**src/rtl/cti_pkg.sv**
```systemverilog
package cti_pkg;
   localparam logic [5:0] OP_SPECIAL = 6'd0;
   localparam logic [5:0] OP_REGIMM  = 6'd1;
   localparam logic [5:0] OP_JUMP    = 6'd2;
   localparam logic [5:0] OP_CALL    = 6'd3;
   localparam logic [5:0] OP_EQ      = 6'd4;
   localparam logic [5:0] OP_NE      = 6'd5;
   localparam logic [5:0] OP_LEZ     = 6'd6;
   localparam logic [5:0] OP_GTZ     = 6'd7;
   localparam logic [5:0] FN_RJUMP   = 6'd8;
   localparam logic [5:0] FN_RCALL   = 6'd9;
   localparam logic [4:0] RI_LTZ     = 5'd0;
   localparam logic [4:0] RI_GEZ     = 5'd1;

   typedef enum logic [3:0] {
      K_NONE, K_EQ, K_NE, K_LEZ, K_GTZ, K_LTZ, K_GEZ,
      K_JUMP, K_CALL, K_RJUMP, K_RCALL
   } cti_kind_e;

   function automatic logic kind_is_cond(cti_kind_e k);
      return (k == K_EQ) || (k == K_NE) || (k == K_LEZ) ||
             (k == K_GTZ) || (k == K_LTZ) || (k == K_GEZ);
   endfunction
endpackage

```
**src/rtl/cti_decode.sv**
```systemverilog
module cti_decode
   import cti_pkg::*;
#(
   parameter int REG_IDX_W = 5
) (
   input  logic [5:0]           opcode_i,
   input  logic [REG_IDX_W-1:0] rt_idx_i,
   input  logic [5:0]           funct_i,
   output cti_kind_e            kind_o
);
   always_comb begin
      kind_o = K_NONE;
      unique case (opcode_i)
         OP_SPECIAL: begin
            if (funct_i == FN_RJUMP)      kind_o = K_RJUMP;
            else if (funct_i == FN_RCALL) kind_o = K_RCALL;
         end
         OP_REGIMM: begin
            if (rt_idx_i == REG_IDX_W'(RI_GEZ))      kind_o = K_GEZ;
            else if (rt_idx_i == REG_IDX_W'(RI_LTZ)) kind_o = K_LTZ;
         end
         OP_JUMP: kind_o = K_JUMP;
         OP_CALL: kind_o = K_CALL;
         OP_EQ:   kind_o = K_EQ;
         OP_NE:   kind_o = K_NE;
         OP_LEZ:  kind_o = K_LEZ;
         OP_GTZ:  kind_o = K_GTZ;
         default: kind_o = K_NONE;
      endcase
   end

   // a regimm sub-code other than 0 or 1 must decode to no transfer
   always_comb begin
      if (opcode_i == OP_REGIMM && rt_idx_i > REG_IDX_W'(1))
         p_regimm_other_r3: assert (kind_o == K_NONE);
   end
endmodule

```
**src/rtl/cti_cond.sv**
```systemverilog
module cti_cond
   import cti_pkg::*;
#(
   parameter int DATA_W = 32
) (
   input  cti_kind_e         kind_i,
   input  logic [DATA_W-1:0] rs_val_i,
   input  logic [DATA_W-1:0] rt_val_i,
   output logic              taken_o
);
   logic neg, zero;
   assign neg  = rs_val_i[DATA_W-1];
   assign zero = (rs_val_i == '0);

   always_comb begin
      unique case (kind_i)
         K_EQ:    taken_o = (rs_val_i == rt_val_i);
         K_NE:    taken_o = (rs_val_i != rt_val_i);
         K_LEZ:   taken_o = neg | zero;
         K_GTZ:   taken_o = ~neg & ~zero;
         K_LTZ:   taken_o = neg;
         K_GEZ:   taken_o = ~neg;
         K_JUMP, K_CALL, K_RJUMP, K_RCALL: taken_o = 1'b1;
         default: taken_o = 1'b0;
      endcase
   end

   // a strictly positive rs can never take a less-or-equal-zero branch
   always_comb begin
      if (kind_i == K_LEZ && $signed(rs_val_i) > 0)
         p_lez_positive_r2: assert (!taken_o);
   end
endmodule

```
**src/rtl/cti_target.sv**
```systemverilog
module cti_target
   import cti_pkg::*;
#(
   parameter int ADDR_W     = 32,
   parameter int OFF_W      = 16,
   parameter int IDX_W      = 26,
   parameter bit DELAY_SLOT = 1'b1
) (
   input  logic [ADDR_W-1:0] pc_i,
   input  cti_kind_e         kind_i,
   input  logic [OFF_W-1:0]  offset_i,
   input  logic [IDX_W-1:0]  index_i,
   input  logic [ADDR_W-1:0] rs_val_i,
   output logic [ADDR_W-1:0] seq_pc_o,
   output logic [ADDR_W-1:0] target_o,
   output logic [ADDR_W-1:0] link_addr_o
);
   localparam int WORD_SH  = 2;
   localparam int REGION_W = ADDR_W - IDX_W - WORD_SH;
   localparam logic [ADDR_W-1:0] STEP = ADDR_W'(1 << WORD_SH);

   logic [ADDR_W-1:0] disp, br_tgt, abs_tgt;

   assign seq_pc_o = pc_i + STEP;
   assign disp     = {{(ADDR_W-OFF_W-WORD_SH){offset_i[OFF_W-1]}}, offset_i, {WORD_SH{1'b0}}};
   assign br_tgt   = seq_pc_o + disp;

   generate
      if (REGION_W > 0) begin : g_region
         assign abs_tgt = {seq_pc_o[ADDR_W-1 -: REGION_W], index_i, {WORD_SH{1'b0}}};
      end else begin : g_flat
         assign abs_tgt = {index_i[ADDR_W-WORD_SH-1:0], {WORD_SH{1'b0}}};
      end
      if (DELAY_SLOT) begin : g_skip_slot
         assign link_addr_o = seq_pc_o + STEP;
      end else begin : g_no_slot
         assign link_addr_o = seq_pc_o;
      end
   endgenerate

   always_comb begin
      unique case (kind_i)
         K_JUMP, K_CALL:   target_o = abs_tgt;
         K_RJUMP, K_RCALL: target_o = rs_val_i;
         default:          target_o = br_tgt;
      endcase
   end

   // a branch target keeps the low alignment bits of the branch address
   always_comb begin
      if (kind_is_cond(kind_i))
         p_branch_align_r4: assert (target_o[WORD_SH-1:0] == pc_i[WORD_SH-1:0]);
   end
endmodule

```
**src/rtl/cti_next_pc.sv**
```systemverilog
module cti_next_pc
   import cti_pkg::*;
#(
   parameter int ADDR_W     = 32,
   parameter int OFF_W      = 16,
   parameter int IDX_W      = 26,
   parameter int REG_IDX_W  = 5,
   parameter int LINK_REG   = 31,
   parameter bit DELAY_SLOT = 1'b1
) (
   input  logic [ADDR_W-1:0]    pc_i,
   input  logic [5:0]           opcode_i,
   input  logic [REG_IDX_W-1:0] rs_idx_i,
   input  logic [REG_IDX_W-1:0] rt_idx_i,
   input  logic [REG_IDX_W-1:0] rd_idx_i,
   input  logic [5:0]           funct_i,
   input  logic [OFF_W-1:0]     offset_i,
   input  logic [IDX_W-1:0]     index_i,
   input  logic [ADDR_W-1:0]    rs_val_i,
   input  logic [ADDR_W-1:0]    rt_val_i,
   output logic                 taken_o,
   output logic [ADDR_W-1:0]    target_o,
   output logic [ADDR_W-1:0]    next_pc_o,
   output logic                 link_we_o,
   output logic [REG_IDX_W-1:0] link_idx_o,
   output logic [ADDR_W-1:0]    link_addr_o
);
   localparam int LINK_OFF = DELAY_SLOT ? 8 : 4;

   generate
      if (ADDR_W < IDX_W + 2) begin : g_bad_width
         $error("cti_next_pc: ADDR_W too small for the jump index");
      end
      if (OFF_W + 2 > ADDR_W) begin : g_bad_off
         $error("cti_next_pc: OFF_W too wide for ADDR_W");
      end
      if (LINK_REG >= (1 << REG_IDX_W)) begin : g_bad_link
         $error("cti_next_pc: LINK_REG outside register file");
      end
   endgenerate

   cti_kind_e         kind;
   logic [ADDR_W-1:0] seq_pc;
   logic              unused_rs_idx;

   assign unused_rs_idx = ^rs_idx_i;

   cti_decode #(.REG_IDX_W(REG_IDX_W)) u_decode (
      .opcode_i (opcode_i),
      .rt_idx_i (rt_idx_i),
      .funct_i  (funct_i),
      .kind_o   (kind)
   );

   cti_cond #(.DATA_W(ADDR_W)) u_cond (
      .kind_i   (kind),
      .rs_val_i (rs_val_i),
      .rt_val_i (rt_val_i),
      .taken_o  (taken_o)
   );

   cti_target #(
      .ADDR_W     (ADDR_W),
      .OFF_W      (OFF_W),
      .IDX_W      (IDX_W),
      .DELAY_SLOT (DELAY_SLOT)
   ) u_target (
      .pc_i        (pc_i),
      .kind_i      (kind),
      .offset_i    (offset_i),
      .index_i     (index_i),
      .rs_val_i    (rs_val_i),
      .seq_pc_o    (seq_pc),
      .target_o    (target_o),
      .link_addr_o (link_addr_o)
   );

   assign link_we_o  = (kind == K_CALL) || (kind == K_RCALL);
   assign link_idx_o = (kind == K_RCALL) ? rd_idx_i : REG_IDX_W'(LINK_REG);
   assign next_pc_o  = taken_o ? target_o : seq_pc;

   // a link request always comes with a redirect and the slot-skipping return address
   always_comb begin
      if (link_we_o) begin
         p_link_taken_r7: assert (taken_o);
         p_link_addr_r7:  assert (link_addr_o == pc_i + ADDR_W'(LINK_OFF));
      end
   end

   // register jumps forward the rs value untouched
   always_comb begin
      if (opcode_i == OP_SPECIAL && (funct_i == FN_RJUMP || funct_i == FN_RCALL))
         p_reg_target_r6: assert (taken_o && target_o == rs_val_i);
   end
endmodule

```
**config.mk**
```make
export PLATFORM = sky130hd
export DESIGN_NAME = cti_next_pc
export DESIGN_NICKNAME = d
export VERILOG_FILES = /design/src/rtl/cti_pkg.sv /design/src/rtl/cti_decode.sv /design/src/rtl/cti_cond.sv /design/src/rtl/cti_target.sv /design/src/rtl/cti_next_pc.sv
export SDC_FILE = /design/constraint.sdc
export NUM_CORES = 1
export LEC_CHECK = 0
export ABC_AREA = 1
export BUFFER_PORTS_ARGS = -buffer_cell sky130_fd_sc_hd__buf_2
export CAP_MARGIN = 0
export CORE_AREA = 2 2 133 135
export DETAILED_ROUTE_END_ITERATION = 12
export DIE_AREA = 0 0 135 137
export GPL_TIMING_DRIVEN = 0
export REMOVE_ABC_BUFFERS = 1
export SETUP_SLACK_MARGIN = 0.1
export SYNTH_ARGS = -nofsm -noshare
export SYNTH_HDL_FRONTEND = slang
export SYNTH_SLANG_ARGS = --single-unit
```
**constraint.sdc**
```tcl
create_clock -name vclk -period 13.31
set_input_delay 3.3275 -clock vclk [all_inputs]
set_output_delay 3.3275 -clock vclk [all_outputs]
set_load 0.01 [all_outputs]
```
# Yosys cells after proc, flatten, opt, wreduce, memory -nomap -nowiden
# Cells that the tools add are included.
[totals]
register_bits = 0
in_bits = 165
out_inout_bits = 103
elab_cells = 45
[classes]
n_addsub = 3
n_eq_ne = 22
mux = 9
bitwise_logic = 4
reduce_logical = 7
[op_table]
columns = ["operator", "count"]
rows = [
  ["adder 32 x 3 -> 32 bit (second input constant)", 2],
  ["case mux 32 bit (2 select lines)", 1],
  ["adder 32 bit", 1],
  ["equality test 32 bit", 1],
  ["logical NOT 32 bit", 1],
  ["2-to-1 mux 32 bit", 1],
  ["inequality test 32 bit", 1],
  ["case mux 4 bit (8 select lines)", 1],
  ["equality test 6 x 3 -> 1 bit (second input constant)", 4],
  ["equality test 4 x 3 -> 1 bit (second input constant)", 4],
  ["equality test 4 bit (second input constant)", 3],
  ["equality test 6 x 2 -> 1 bit (second input constant)", 2],
  ["equality test 6 x 4 -> 1 bit (second input constant)", 2],
  ["2-to-1 mux 4 bit", 3],
  ["equality test 4 x 2 -> 1 bit (second input constant)", 2],
  ["case mux 1 bit (7 select lines)", 1],
  ["equality test 6 x 1 -> 1 bit (second input constant)", 1],
  ["logical NOT 6 bit", 1],
  ["equality test 5 x 1 -> 1 bit (second input constant)", 1],
  ["logical NOT 5 bit", 1],
  ["2-to-1 mux 5 bit", 1],
  ["equality test 4 x 1 -> 1 bit (second input constant)", 1],
  ["OR reduction 2 bit", 2],
  ["OR reduction 4 bit", 1],
  ["other kinds (5)", 6],
]

# Depth between registers and ports, before layout
[depth]
ltp_word = 8
mapped_depth = 25
mapped_depth_nobuf = 25

# Cells and area by module
# From an unflattened synthesis, not the netlist that was laid out.
[hier_totals]
cells_unflattened = 1199
area_unflattened_um2 = 6124.6
[modules_own_cells]
columns = ["mod", "n_inst", "cells_per_inst", "area_per_inst_um2", "seq_area_each_um2"]
rows = [
  ["cti_target", 1, 871, 4430.5, 0.0],
  ["cti_cond", 1, 152, 753.2, 0.0],
  ["cti_next_pc", 1, 118, 676.9, 0.0],
  ["cti_decode", 1, 58, 264.0, 0.0],
]

# Least setup slack after synthesis
# Ideal clock, no wire load.
[synth_path]
kind = "input port to output port"
start = "in pc_i[2]"
end = "out next_pc_o[24]"
arrival_ps = 5653
t_required_ps = 9982
setup_slack_ps = 4329
path_stages = 18
n_path_buf = 0
cell_sequence = "ha_1 -> inv_1 -> nor2_4 -> nand2_4 -> nor2_8 -> xnor2_4 -> inv_1 -> ha_1 -> nand2_1 -> nor2_1 -> nand2_1 -> inv_1 -> nand3_1 -> nand4_1 -> nand2_1 -> o21bai_1 -> nand2_1 -> nand2_1"
[synth_via]
elab_chain_len = 4
[synth_rtl]
columns = ["item", "line_no", "source"]
rows = [
  ["start, declared", "cti_next_pc.sv:11", "input logic [ADDR_W-1:0] pc_i,"],
  ["adder 32 x 3 -> 32 bit", "cti_target.sv:24", "assign seq_pc_o = pc_i + STEP;"],
  ["adder 32 bit", "cti_target.sv:26", "assign br_tgt = seq_pc_o + disp;"],
  ["case mux 32 bit (2 select lines)", "cti_target.sv:42", "unique case (kind_i)"],
  ["via target_o[24]", "cti_next_pc.sv:22", "output logic [ADDR_W-1:0] target_o,"],
  ["2-to-1 mux 32 bit", "cti_next_pc.sv:80", "assign next_pc_o = taken_o ? target_o : seq_pc;"],
  ["end, declared", "cti_next_pc.sv:23", "output logic [ADDR_W-1:0] next_pc_o,"],
]
# The timed path passes the listed nets, and every way through them passes these cells.

# Final worst setup path
[layout_path]
start = "in opcode_i[4]"
end = "out next_pc_o[16]"
[layout_via]
elab_chain_len = 6
[layout_rtl]
columns = ["item", "line_no", "source"]
rows = [
  ["start, declared", "cti_next_pc.sv:12", "input logic [5:0] opcode_i,"],
  ["equality test 6 x 3 -> 1 bit, or another cell as far along", "cti_decode.sv:13", "unique case (opcode_i)"],
  ["case mux 4 bit (8 select lines) (*)", "cti_decode.sv:13", ""],
  ["equality test 4 bit / equality test 4 x 3 -> 1 bit (equally long branches)", "cti_cond.sv:16, cti_target.sv:42", ""],
  ["OR reduction 4 bit / OR reduction 2 bit (equally long branches)", "cti_cond.sv:16, cti_target.sv:42", ""],
  ["case mux 1 bit (7 select lines) / case mux 32 bit (2 select lines) (equally long branches)", "cti_cond.sv:16, cti_target.sv:42", ""],
  ["2-to-1 mux 32 bit (*)", "cti_next_pc.sv:80", ""],
]
# Every way passes the cells marked *; elsewhere a longest branch is shown, timed or not.

==> metrics.txt <==
core area 17100 µm²; Tcrit/Tclk final 78.4%; post-layout util 43.3%; worst hold path type input port to primary output; Routed WL 26500 µm; Finish-stage setup viols 0; Detailed Place HPWL 23200 µm; Die W 135 µm; leakage 4.18 nW; Mapped Area 5860 µm²; Clk pwr share 0%; Cell Int Power 0.105 mW; Slew HR 10.8%; worst path cell trace buf_2 > nor2_1 > nand4_1 > nand2_2 > inv_2 > nand2_2 > inv_2 > nand2_1 > nor2_2 > nand3_2 > nand2_1 > nand2_1 > buf_2; largest fanout on the critical path 31; sequential fraction of design power 0%; Comb pwr share 100.0%; Sequential Area 0 µm²; Crit path buffers/inverters 4; largest stage delay on the critical path 0.71 ns; DIE AREA 18500 µm²; initial antenna violation count 0; Vias per Instance 5.05; postcts setup bufs 0; Worst Setup Start Kind input port; # IOs 268; router iterations before antenna repair 5; # DRC 0; critical path's most frequent cell nand2_1; fin crit period 10.43 ns; max-cap viol count 0; reported net switching power 0.177 mW; critical path arrival 7.10 ns; Overall Global Routing Usage 26.5%; RSZ-0062 raised after global routing no; most common cell after layout, fill and taps aside nand2_1; total number of vias 8429; Core Rows 48; Seq Cell Count 0; post-route insts no fill 1669; fmax 95.9 MHz; initial core utilization 34.4%; # diodes 0; Yosys top cell by area nand2_1; sequential-to-total area share from yosys stat 0%; Port Buffers 263; Die Y 137 µm; setup TNS 0 ns; commonest non-fill, non-tap cells in the layout nand2_1, buf_2, inv_1; status finished, final reports clean; fin nets 1646; largest net degree at the start of global routing 32; CP Data Required Time 9.98 ns; crit path capture type primary output; Post-Synthesis Cells 1201; Unique masters post-synth 37; synth warn 0; ranking of synthesized cells by area nand2_1, inv_1, nor2_1; slowest CP cell nand3_2; DR iter-0 viols 527; worst-margin pin slew 1.33 ns; Routed Antenna Nets 0; Pwr per Cell Area 38.2 nW/µm²; cell family with most CP delay simple AND/OR/NAND/NOR gates; vias in the first global route 7323; Crit Path Class input port to primary output; Hold-fix buffers, CTS 0; grt total ovfl 0; proportion of layout cells with a drive suffix above 1 23.4%; area grow syn2layout 25.9%; sw frac 62.9%; Resized Gates After CTS 0; max-slew violations 0; Final GP Congestion 0.938; clk_buf instances 0; Peak VDD IR 0.0179 mV; dpl cells 1669; Avg Cell Area, Syn 4.88 µm²; Synth top area share 32.1%; wire length per cell 15.9 µm; first-pass GRT wire length 38300 µm; final hold violations 0
-- power groups by stage --
| stage | Combinational [mW] | Sequential [mW] | Clock (mW) |
|---|---|---|---|
| 2_1_floorplan | 0.164 | 0 | 0 |
| 6_report | 0.282 | 0 | 0 |
| 3_3_place_gp | 0.275 | 0 | 0 |
| 3_5_place_dp | 0.277 | 0 | 0 |
| 4_1_cts | 0.278 | 0 | 0 |
| 5_1_grt | 0.310 | 0 | 0 |
-- synth_stat cells (2+ instances only) --
| library cell | instances |
|---|---|
| nor4_1 | 2 |
| xor2_1 | 17 |
| inv_1 | 154 |
| o211ai_1 | 4 |
| a32o_1 | 2 |
| nand3_2 | 3 |
| buf_4 | 6 |
| o21bai_1 | 13 |
| nand3_1 | 89 |
| buf_2 | 7 |
| or2_2 | 13 |
| a21oi_1 | 30 |
| nor2_4 | 6 |
| nand3b_1 | 9 |
| nand2_1 | 502 |
| xor2_2 | 2 |
| ha_1 | 34 |
| nor2_2 | 22 |
| nand2_2 | 11 |
| nand4_1 | 59 |
| inv_2 | 7 |
| o21ai_0 | 15 |
| nor3_2 | 2 |
| nor3_1 | 7 |
| nor2_1 | 129 |
| xnor2_1 | 38 |
| clkbuf_1 | 8 |
-- final cells by class --
class | count | area [µm²]
multi-input cells | 1018 | 5150
inverters | 161 | 604
well taps | 225 | 282
repair buffers | 265 | 1350
fillers | 1985 | 9670
-- per-stage QoR --
| stage | hold WS [ns] | worst slack, ns | total power, mW | instance area (µm²) |
|---|---|---|---|---|
| 3_3_place_gp | 6.86 | 1.76 | 0.275 | 7350 |
| 6_report | 6.86 | 2.88 | 0.282 | 7380 |
| 5_1_grt | 6.87 | 2.67 | 0.310 | 7380 |
| 4_1_cts | 6.86 | 2.97 | 0.278 | 7380 |
| 3_5_place_dp | 6.86 | 2.98 | 0.277 | 7380 |
| 2_1_floorplan | 6.66 | 3.73 | 0.164 | 5750 |
-- cells by family after synthesis --
logic type / synth area share (%)
compound gates: 6.59
simple gates: 64.3
xor+xnor: 9.24
buf+inv: 12.2
fa+ha+maj: 7.60
-- metal layers --
| layer | share of wire (%) | track usage (%) | routed length (µm) | vias to the layer above |
|---|---|---|---|---|
| li1 | - | - | - | 4289 |
| met1 | 45 | 37.6 | 12000 | 3760 |
| met2 | 45 | 42.9 | 11800 | 346 |
| met3 | 7.4 | 1.81 | 1950 | 34 |
| met4 | 2.9 | 7.81 | 769 | 0 |
| met5 | 0 | 0 | 0 | - |
-- worst paths after layout --
check,from,endpoint,slack [ns],depth (start not counted)
hold / removal,pc_i[0],link_addr_o[0],6.86,2
setup / recovery,opcode_i[4],next_pc_o[16],2.88,13
(Power assumes the default switching activity.)
